[src/rtl/ewrf_pkg.sv]
package ewrf_pkg;
  typedef enum logic [1:0] {
    EW_64 = 2'b00,
    EW_32 = 2'b01,
    EW_16 = 2'b10,
    EW_8  = 2'b11
  } ew_t;

  localparam int unsigned WORD_W  = 64;
  localparam int unsigned WORD_B  = WORD_W / 8;

  // log2 of element size in bytes
  function automatic logic [1:0] ew_log2(input logic [1:0] w);
    return 2'd3 - w;
  endfunction

  // byte-enable pattern of an element placed at lane 0
  function automatic logic [7:0] ew_mask(input logic [1:0] w);
    case (w)
      EW_64:   return 8'hFF;
      EW_32:   return 8'h0F;
      EW_16:   return 8'h03;
      default: return 8'h01;
    endcase
  endfunction
endpackage

[src/rtl/ewrf_addr_map.sv]
module ewrf_addr_map
  import ewrf_pkg::*;
#(
  parameter int NUM_REGS = 32,
  parameter int IDX_W    = 8,
  localparam int RA_W    = $clog2(NUM_REGS),
  localparam int BA_W    = RA_W + IDX_W + 4
) (
  input  logic [RA_W-1:0]  base,
  input  logic [IDX_W-1:0] idx,
  input  logic [1:0]       width,
  output logic [RA_W-1:0]  reg_sel,
  output logic [2:0]       lane,
  output logic [7:0]       be,
  output logic             err
);
  localparam logic [BA_W-1:0] TOTAL_B = BA_W'(NUM_REGS * 8);

  logic [BA_W-1:0] base_b;
  logic [BA_W-1:0] off_b;
  logic [BA_W-1:0] byte_addr;

  always_comb begin
    base_b    = BA_W'(base) << 3;
    off_b     = BA_W'(idx) << ew_log2(width);
    byte_addr = base_b + off_b;
    err       = (byte_addr >= TOTAL_B);
    reg_sel   = byte_addr[RA_W+2:3];
    lane      = byte_addr[2:0];
    be        = err ? 8'h00 : 8'(ew_mask(width) << lane);
  end
endmodule

[src/rtl/ewrf_lane_align.sv]
module ewrf_lane_align
  import ewrf_pkg::*;
(
  input  logic [2:0]        wr_lane,
  input  logic [WORD_W-1:0] wr_elem,
  output logic [WORD_W-1:0] wr_word,
  input  logic [2:0]        rd_lane,
  input  logic [1:0]        rd_width,
  input  logic [WORD_W-1:0] rd_word,
  output logic [WORD_W-1:0] rd_elem
);
  logic [WORD_W-1:0] shifted;
  logic [WORD_W-1:0] keep;

  always_comb begin
    // byte enables select the valid lanes, so only the shift is needed
    wr_word = wr_elem << {wr_lane, 3'b000};
    shifted = rd_word >> {rd_lane, 3'b000};
    for (int b = 0; b < WORD_B; b++)
      keep[b*8 +: 8] = {8{ew_mask(rd_width)[b]}};
    rd_elem = shifted & keep;
  end
endmodule

[src/rtl/ewrf_storage.sv]
module ewrf_storage
  import ewrf_pkg::*;
#(
  parameter int NUM_REGS = 32,
  localparam int RA_W    = $clog2(NUM_REGS)
) (
  input  logic              clk,
  input  logic              rst,
  input  logic [RA_W-1:0]   waddr,
  input  logic [7:0]        wbe,
  input  logic [WORD_W-1:0] wword,
  input  logic [RA_W-1:0]   raddr,
  output logic [WORD_W-1:0] rword
);
  logic [WORD_W-1:0] mem [NUM_REGS];

  always_ff @(posedge clk) begin
    if (rst) begin
      for (int r = 0; r < NUM_REGS; r++) mem[r] <= '0;
    end else begin
      for (int b = 0; b < WORD_B; b++)
        if (wbe[b]) mem[waddr][b*8 +: 8] <= wword[b*8 +: 8];
    end
  end

  // old contents are seen by a read in the same cycle as a write
  assign rword = mem[raddr];
endmodule

[src/rtl/ewrf_top.sv]
module ewrf_top
  import ewrf_pkg::*;
#(
  parameter int NUM_REGS = 32,
  parameter int IDX_W    = 8,
  localparam int RA_W    = $clog2(NUM_REGS)
) (
  input  logic              clk,
  input  logic              rst,
  input  logic              wr_en,
  input  logic [RA_W-1:0]   wr_base,
  input  logic [IDX_W-1:0]  wr_idx,
  input  logic [1:0]        wr_width,
  input  logic [63:0]       wr_data,
  output logic              wr_err,
  input  logic              rd_en,
  input  logic [RA_W-1:0]   rd_base,
  input  logic [IDX_W-1:0]  rd_idx,
  input  logic [1:0]        rd_width,
  output logic [63:0]       rd_data,
  output logic              rd_valid,
  output logic              rd_err
);
  logic [RA_W-1:0]   w_reg, r_reg;
  logic [2:0]        w_lane, r_lane;
  logic [7:0]        w_be_raw, r_be_unused;
  logic              w_oob, r_oob;
  logic [WORD_W-1:0] w_word, r_word, r_elem;
  logic [7:0]        w_be;

  ewrf_addr_map #(.NUM_REGS(NUM_REGS), .IDX_W(IDX_W)) wmap_i (
    .base(wr_base), .idx(wr_idx), .width(wr_width),
    .reg_sel(w_reg), .lane(w_lane), .be(w_be_raw), .err(w_oob)
  );

  ewrf_addr_map #(.NUM_REGS(NUM_REGS), .IDX_W(IDX_W)) rmap_i (
    .base(rd_base), .idx(rd_idx), .width(rd_width),
    .reg_sel(r_reg), .lane(r_lane), .be(r_be_unused), .err(r_oob)
  );

  ewrf_lane_align align_i (
    .wr_lane(w_lane), .wr_elem(wr_data), .wr_word(w_word),
    .rd_lane(r_lane), .rd_width(rd_width), .rd_word(r_word),
    .rd_elem(r_elem)
  );

  assign w_be = wr_en ? w_be_raw : 8'h00;

  ewrf_storage #(.NUM_REGS(NUM_REGS)) store_i (
    .clk(clk), .rst(rst),
    .waddr(w_reg), .wbe(w_be), .wword(w_word),
    .raddr(r_reg), .rword(r_word)
  );

  always_ff @(posedge clk) begin
    if (rst) begin
      rd_data  <= '0;
      rd_valid <= 1'b0;
      rd_err   <= 1'b0;
      wr_err   <= 1'b0;
    end else begin
      rd_valid <= rd_en;
      wr_err   <= wr_en & w_oob;
      if (rd_en) begin
        rd_data <= r_oob ? '0 : r_elem;
        rd_err  <= r_oob;
      end
    end
  end
endmodule

[config.mk]
export PLATFORM = sky130hd
export DESIGN_NAME = ewrf_top
export DESIGN_NICKNAME = d
export VERILOG_FILES = /design/src/rtl/ewrf_pkg.sv /design/src/rtl/ewrf_addr_map.sv /design/src/rtl/ewrf_lane_align.sv /design/src/rtl/ewrf_storage.sv /design/src/rtl/ewrf_top.sv
export SDC_FILE = /design/constraint.sdc
export NUM_CORES = 2
export LEC_CHECK = 0
export ABC_CLOCK_PERIOD_IN_PS = 10000
export BUFFER_PORTS_ARGS = -buffer_cell sky130_fd_sc_hd__buf_2
export CORE_AREA = 2 2 615 617
export DETAILED_ROUTE_END_ITERATION = 10
export DIE_AREA = 0 0 617 619
export PLACE_DENSITY = 0.42
export SLEW_MARGIN = 20
export SYNTH_ARGS = -nofsm -noshare
export SYNTH_HDL_FRONTEND = slang
export SYNTH_HIERARCHICAL = 1
export SYNTH_SLANG_ARGS = --single-unit
[constraint.sdc]
create_clock -name clk -period 10 [get_ports clk]
set_clock_uncertainty 0.2 [all_clocks]
set_input_delay 0.5 -clock clk [delete_from_list [all_inputs] [get_ports clk]]
set_output_delay 0.5 -clock clk [all_outputs]
set_load 0.01 [all_outputs]
=== Word-level counts from Yosys, hierarchy flattened ===
Memories as Yosys holds them, arrays and structs flattened.
Index checks and enable logic that the tools add are counted.

* Bits in writable memories: 2048
* Flip-flop bits (word level): 67
* Output and inout bits: 67
* Input port bits: 98
* Memories: 1

{| class="wikitable"
|+ Memories
! memory !! words !! bits a word !! read ports !! clocked after memory_dff !! wr ports !! RTL line !! text
|-
| store_i.mem || 32 || 64 || 1 || 0 || 32 || ewrf_storage.sv:15 || <nowiki>logic [WORD_W-1:0] mem [NUM_REGS];</nowiki>
|}

* Equality and inequality tests: 4
* Shift-type cells: 5
* $add $sub $neg: 4
* Bitwise operators: 2
* Mux-type cells: 34
* Magnitude comparators: 2
* Reductions and logical operators: 3

{| class="wikitable"
|+ Operator list
! operator !! count
|-
| $mux W64 || 2
|-
| $and A64 B64 Y64 || 1
|-
| $reduce_or A64 Y1 || 1
|-
| $shl A64 B6 Y64 || 1
|-
| $shr A64 B6 Y64 || 1
|-
| $pmux W8 S3 || 2
|-
| $add A8 B17 Y17 || 2
|-
| $ge A17 B9 Y1 const B || 2
|-
| $shl A8 B2 Y17 || 2
|-
| $mux W1 || 26
|-
| $mux W8 || 3
|-
| $shl A8 B3 Y8 || 1
|-
| $mux W5 || 1
|-
| $eq A2 B1 Y1 const B || 2
|-
| $eq A2 B2 Y1 const B || 2
|-
| $logic_not A2 Y1 || 2
|-
| $sub A2 B2 Y2 const A || 2
|-
| $and A1 B1 Y1 || 1
|}

=== Longest topological paths before layout ===
* Depth after elaboration: 11
* Depth in mapped cells: 22
* Depth with buffers taken out: 17

=== By module ===
The synthesis kept the hierarchy.

{| class="wikitable"
|+ Modules (own cells, without submodules)
! module !! sequential area each (um2) !! instances !! cells an instance !! area each (um2)
|-
| ewrf_storage || 61499.0 || 1 || 5973 || 93089.3
|-
| ewrf_lane_align || 0.0 || 1 || 489 || 3654.8
|-
| ewrf_top || 1341.3 || 1 || 300 || 2798.9
|-
| ewrf_addr_map || 0.0 || 2 || 90 || 664.4
|}

=== Worst setup path before layout ===
Ideal clock, no wire load.

* Path kind: in2reg
* Start: in rd_width[0]
* End: reg rd_data[3]
* Data arrival time: 4244 ps
* Data required time: 9730 ps
* Slack: 5486 ps
* Buffers on the path: 5
* Stages: 21
* Path through: buf_2 buf_2 o211a_1 a31oi_1 ha_1 fa_1 a21o_1 a21oi_1 xnor2_1 buf_2 nor2_1 nand2_1 buf_2 buf_2 o22ai_1 nor4_1 mux2_2 o22ai_1 a221oi_1 nand3b_1 a21oi_1

* Cells in the longest elaborated chain, start to end: 7
* Elaborated cells on any way between the ends: 8
* Classes of those cells: add/sub (2); order compare (1); shift (2); mux (1); bitwise (1); memory (1)

{| class="wikitable"
|+ Ends and longest elaborated chain
! element !! RTL line !! text
|-
| start, declared || ewrf_top.sv:19 || <nowiki>input logic [1:0] rd_width,</nowiki>
|-
| $sub A2 B2 Y2 || ewrf_pkg.sv:14 || <nowiki>return 2'd3 - w;</nowiki>
|-
| $shl A8 B2 Y17 || ewrf_addr_map.sv:25 || <nowiki>off_b = BA_W'(idx) << ew_log2(width);</nowiki>
|-
| $add A8 B17 Y17 || ewrf_addr_map.sv:26 || <nowiki>byte_addr = base_b + off_b;</nowiki>
|-
| via r_reg[4] || ewrf_top.sv:24 || <nowiki>logic [RA_W-1:0] w_reg, r_reg;</nowiki>
|-
| $mem_v2 Z32 W64 || -- ||
|-
| via r_word[59] || ewrf_top.sv:28 || <nowiki>logic [WORD_W-1:0] w_word, r_word, r_elem;</nowiki>
|-
| $shr A64 B6 Y64 || ewrf_lane_align.sv:18 || <nowiki>shifted = rd_word >> {rd_lane, 3'b000};</nowiki>
|-
| $and A64 B64 Y64 || ewrf_lane_align.sv:21 || <nowiki>rd_elem = shifted & keep;</nowiki>
|-
| via r_elem[3] || ewrf_top.sv:28 ||
|-
| $mux W64 || ewrf_top.sv:65 || <nowiki>rd_data <= r_oob ? '0 : r_elem;</nowiki>
|-
| end signal, assigned || ewrf_top.sv:65 ||
|-
| end, declared || ewrf_top.sv:20 || <nowiki>output logic [63:0] rd_data,</nowiki>
|}

The timed path passes the listed nets, and every way through them passes these cells.
A chain may end at the register's enable or synchronous reset.

=== Final worst setup path ===
* Start: in rd_width[1]
* End: reg rd_data[9]

The elaborated chain is that of the path after synthesis.

==> results_dict.tcl <==
set metrics [dict create \
    status "complete, no violations" \
    drtAntennaViolNets 0 \
    wl_per_cell_um 30.3 \
    num_io_pins 165 \
    grt_max_degree 122 \
    syn_nets 7018 \
    grt_use_total_pct 19.0 \
    layout_commonest_cell "and2_1" \
    vdd_ir_drop_max_mv 0.159 \
    ys_warn_count 6 \
    synthesis.instances 6908 \
    vias 59600 \
    required_ns 10.65 \
    finalCriticalPeriod_ns 6.29 \
    insertion_delay_ns 0.94 \
    hpwl_mm 246 \
    core-area_mm2 0.375 \
    hold_viol 0 \
    period_share_pct 62.9 \
    grt_pass1_vias 60600 \
    syn_to_final_growth_pct 14.6 \
    synth_area_per_cell_um2 14.6 \
    die_x_um 617 \
    port_buffers 164 \
    wirelength_mm 369 \
    grt_overflow 0 \
    clockBufferDepth 4 \
    hp-class "register to register" \
    synth_area_mm2 0.101 \
    htreeDepth 4 \
    drt-initial-drc-count 5756 \
    drc 0 \
    fin_cells 12200 \
    cts_tree "done" \
    crit_arrival_ns 6.95 \
    rows 225 \
    viasPerCell 4.89 \
    drt-pass1-iter-count 5 \
    grt_setup_unrepaired "false" \
    clkTransAtPathRegs_ns 0.06 \
    clock_sinks 2115 \
    power.leakage_nw 38.6 \
    initial_utilization_pct 26.9 \
    cts_resized 0 \
    cts_buffers 242 \
    setup-violations-final 0 \
    nets 7085 \
    tightest_slew_ns 1.17 \
    crit_fanout 27 \
    slew_headroom_pct 21.6 \
    drive_above_1_share_pct 22.7 \
    antenna_found_initial 41 \
    max_freq_mhz 159 \
    grt_pass1_wl_mm 511 \
    gp_congestion 0.824 \
    cap_viol_max_count 0 \
    min_path_cells 2 \
    dieArea_mm2 0.382 \
    tns_ns 0 \
    fill_cells 36900 \
    layout_common_cells "and2_1, edfxtp_1, mux4_2" \
    dp_cells 11700 \
    start_kind "input pin" \
    cts_root_buf "clkbuf_16" \
    worst-setup-path-type "input pin to register" \
    reg2regPathDepth 9 \
    maxSlewViolCount 0 \
    endpoint_kind "register" \
    die_y_um 619 \
    power_density_mw_per_mm2 214 \
]
[repair_timing]
action / 4_1_cts / 5_1_grt
setup buffers: 0 / 0
hold buffers: 4 / 0
endpoints found under the hold margin: 14 / 0
[critical path, stage by stage]
cell and delay (ns):
buf_2 0.51, mux4_2 0.64, fa_4 0.54, a21o_1 0.24
a21oi_1 0.26, xnor2_2 0.15, buf_4 0.49, nand2b_1 0.20
or2_2 0.61, buf_4 0.53, o22ai_1 0.22, nor4_4 0.89
mux2_2 0.34, o22ai_1 0.08, a211oi_1 0.26, nand3b_1 0.13
a21oi_1 0.18
[layer usage]
layer	part of all wire [%]	up-vias	global-route usage (%)
li1	-	25800	-
met1	43	31600	25.9
met2	48	1834	31.9
met3	5.2	383	2.06
met4	3.2	0	5.85
met5	0	-	0
[worst paths after layout]
kind                  to          startpoint  slack (ns)
max           rd_data[9]         rd_width[1]        3.71
min          rd_data[63]         rd_data[63]        0.27
max reg2reg  rd_data[21]  store_i/mem[4][21]        6.68
min reg2reg  rd_data[63]         rd_data[63]        0.27
[metrics by stage]
step                      area, um^2  power, mW  hold slack (ns)  utilization (%)  setup slack, ns
after floorplan               101000       13.1            0.289                -             5.59
after global placement        107000       15.9            0.260             28.7             2.69
after detailed placement      107000       15.9            0.260             28.7             2.90
after CTS                     115000       24.9            0.237             30.8             3.88
after global routing          115000       25.4            0.295             30.8             3.65
final                         115000       24.6            0.268             30.8             3.71
[flip-flops by register name, indices dropped and copies added (netlist names)]
name and flops:
wr_err 1, store_i/mem 2048, rd_valid 1, rd_data 64
rd_err 1
[area by class of cell]
class	instances	area, um^2	area share [%]
antenna	33	82.6	0.0716
clock inverter	153	1580	1.37
tap	4994	6250	5.42
sequential	2115	62800	54.5
timing repair buffer	342	2330	2.02
multi-input combinational	4258	36000	31.2
inverter	16	61.3	0.0532
clock buffer	290	6240	5.41
[report_power, final]
group	switching, mW	internal [mW]	total (mW)
logic	3.65	1.72	5.37
clock network	3.76	5.20	8.95
registers	0.155	10.2	10.3
No activity file was read; power rests on OpenSTA's default activity.
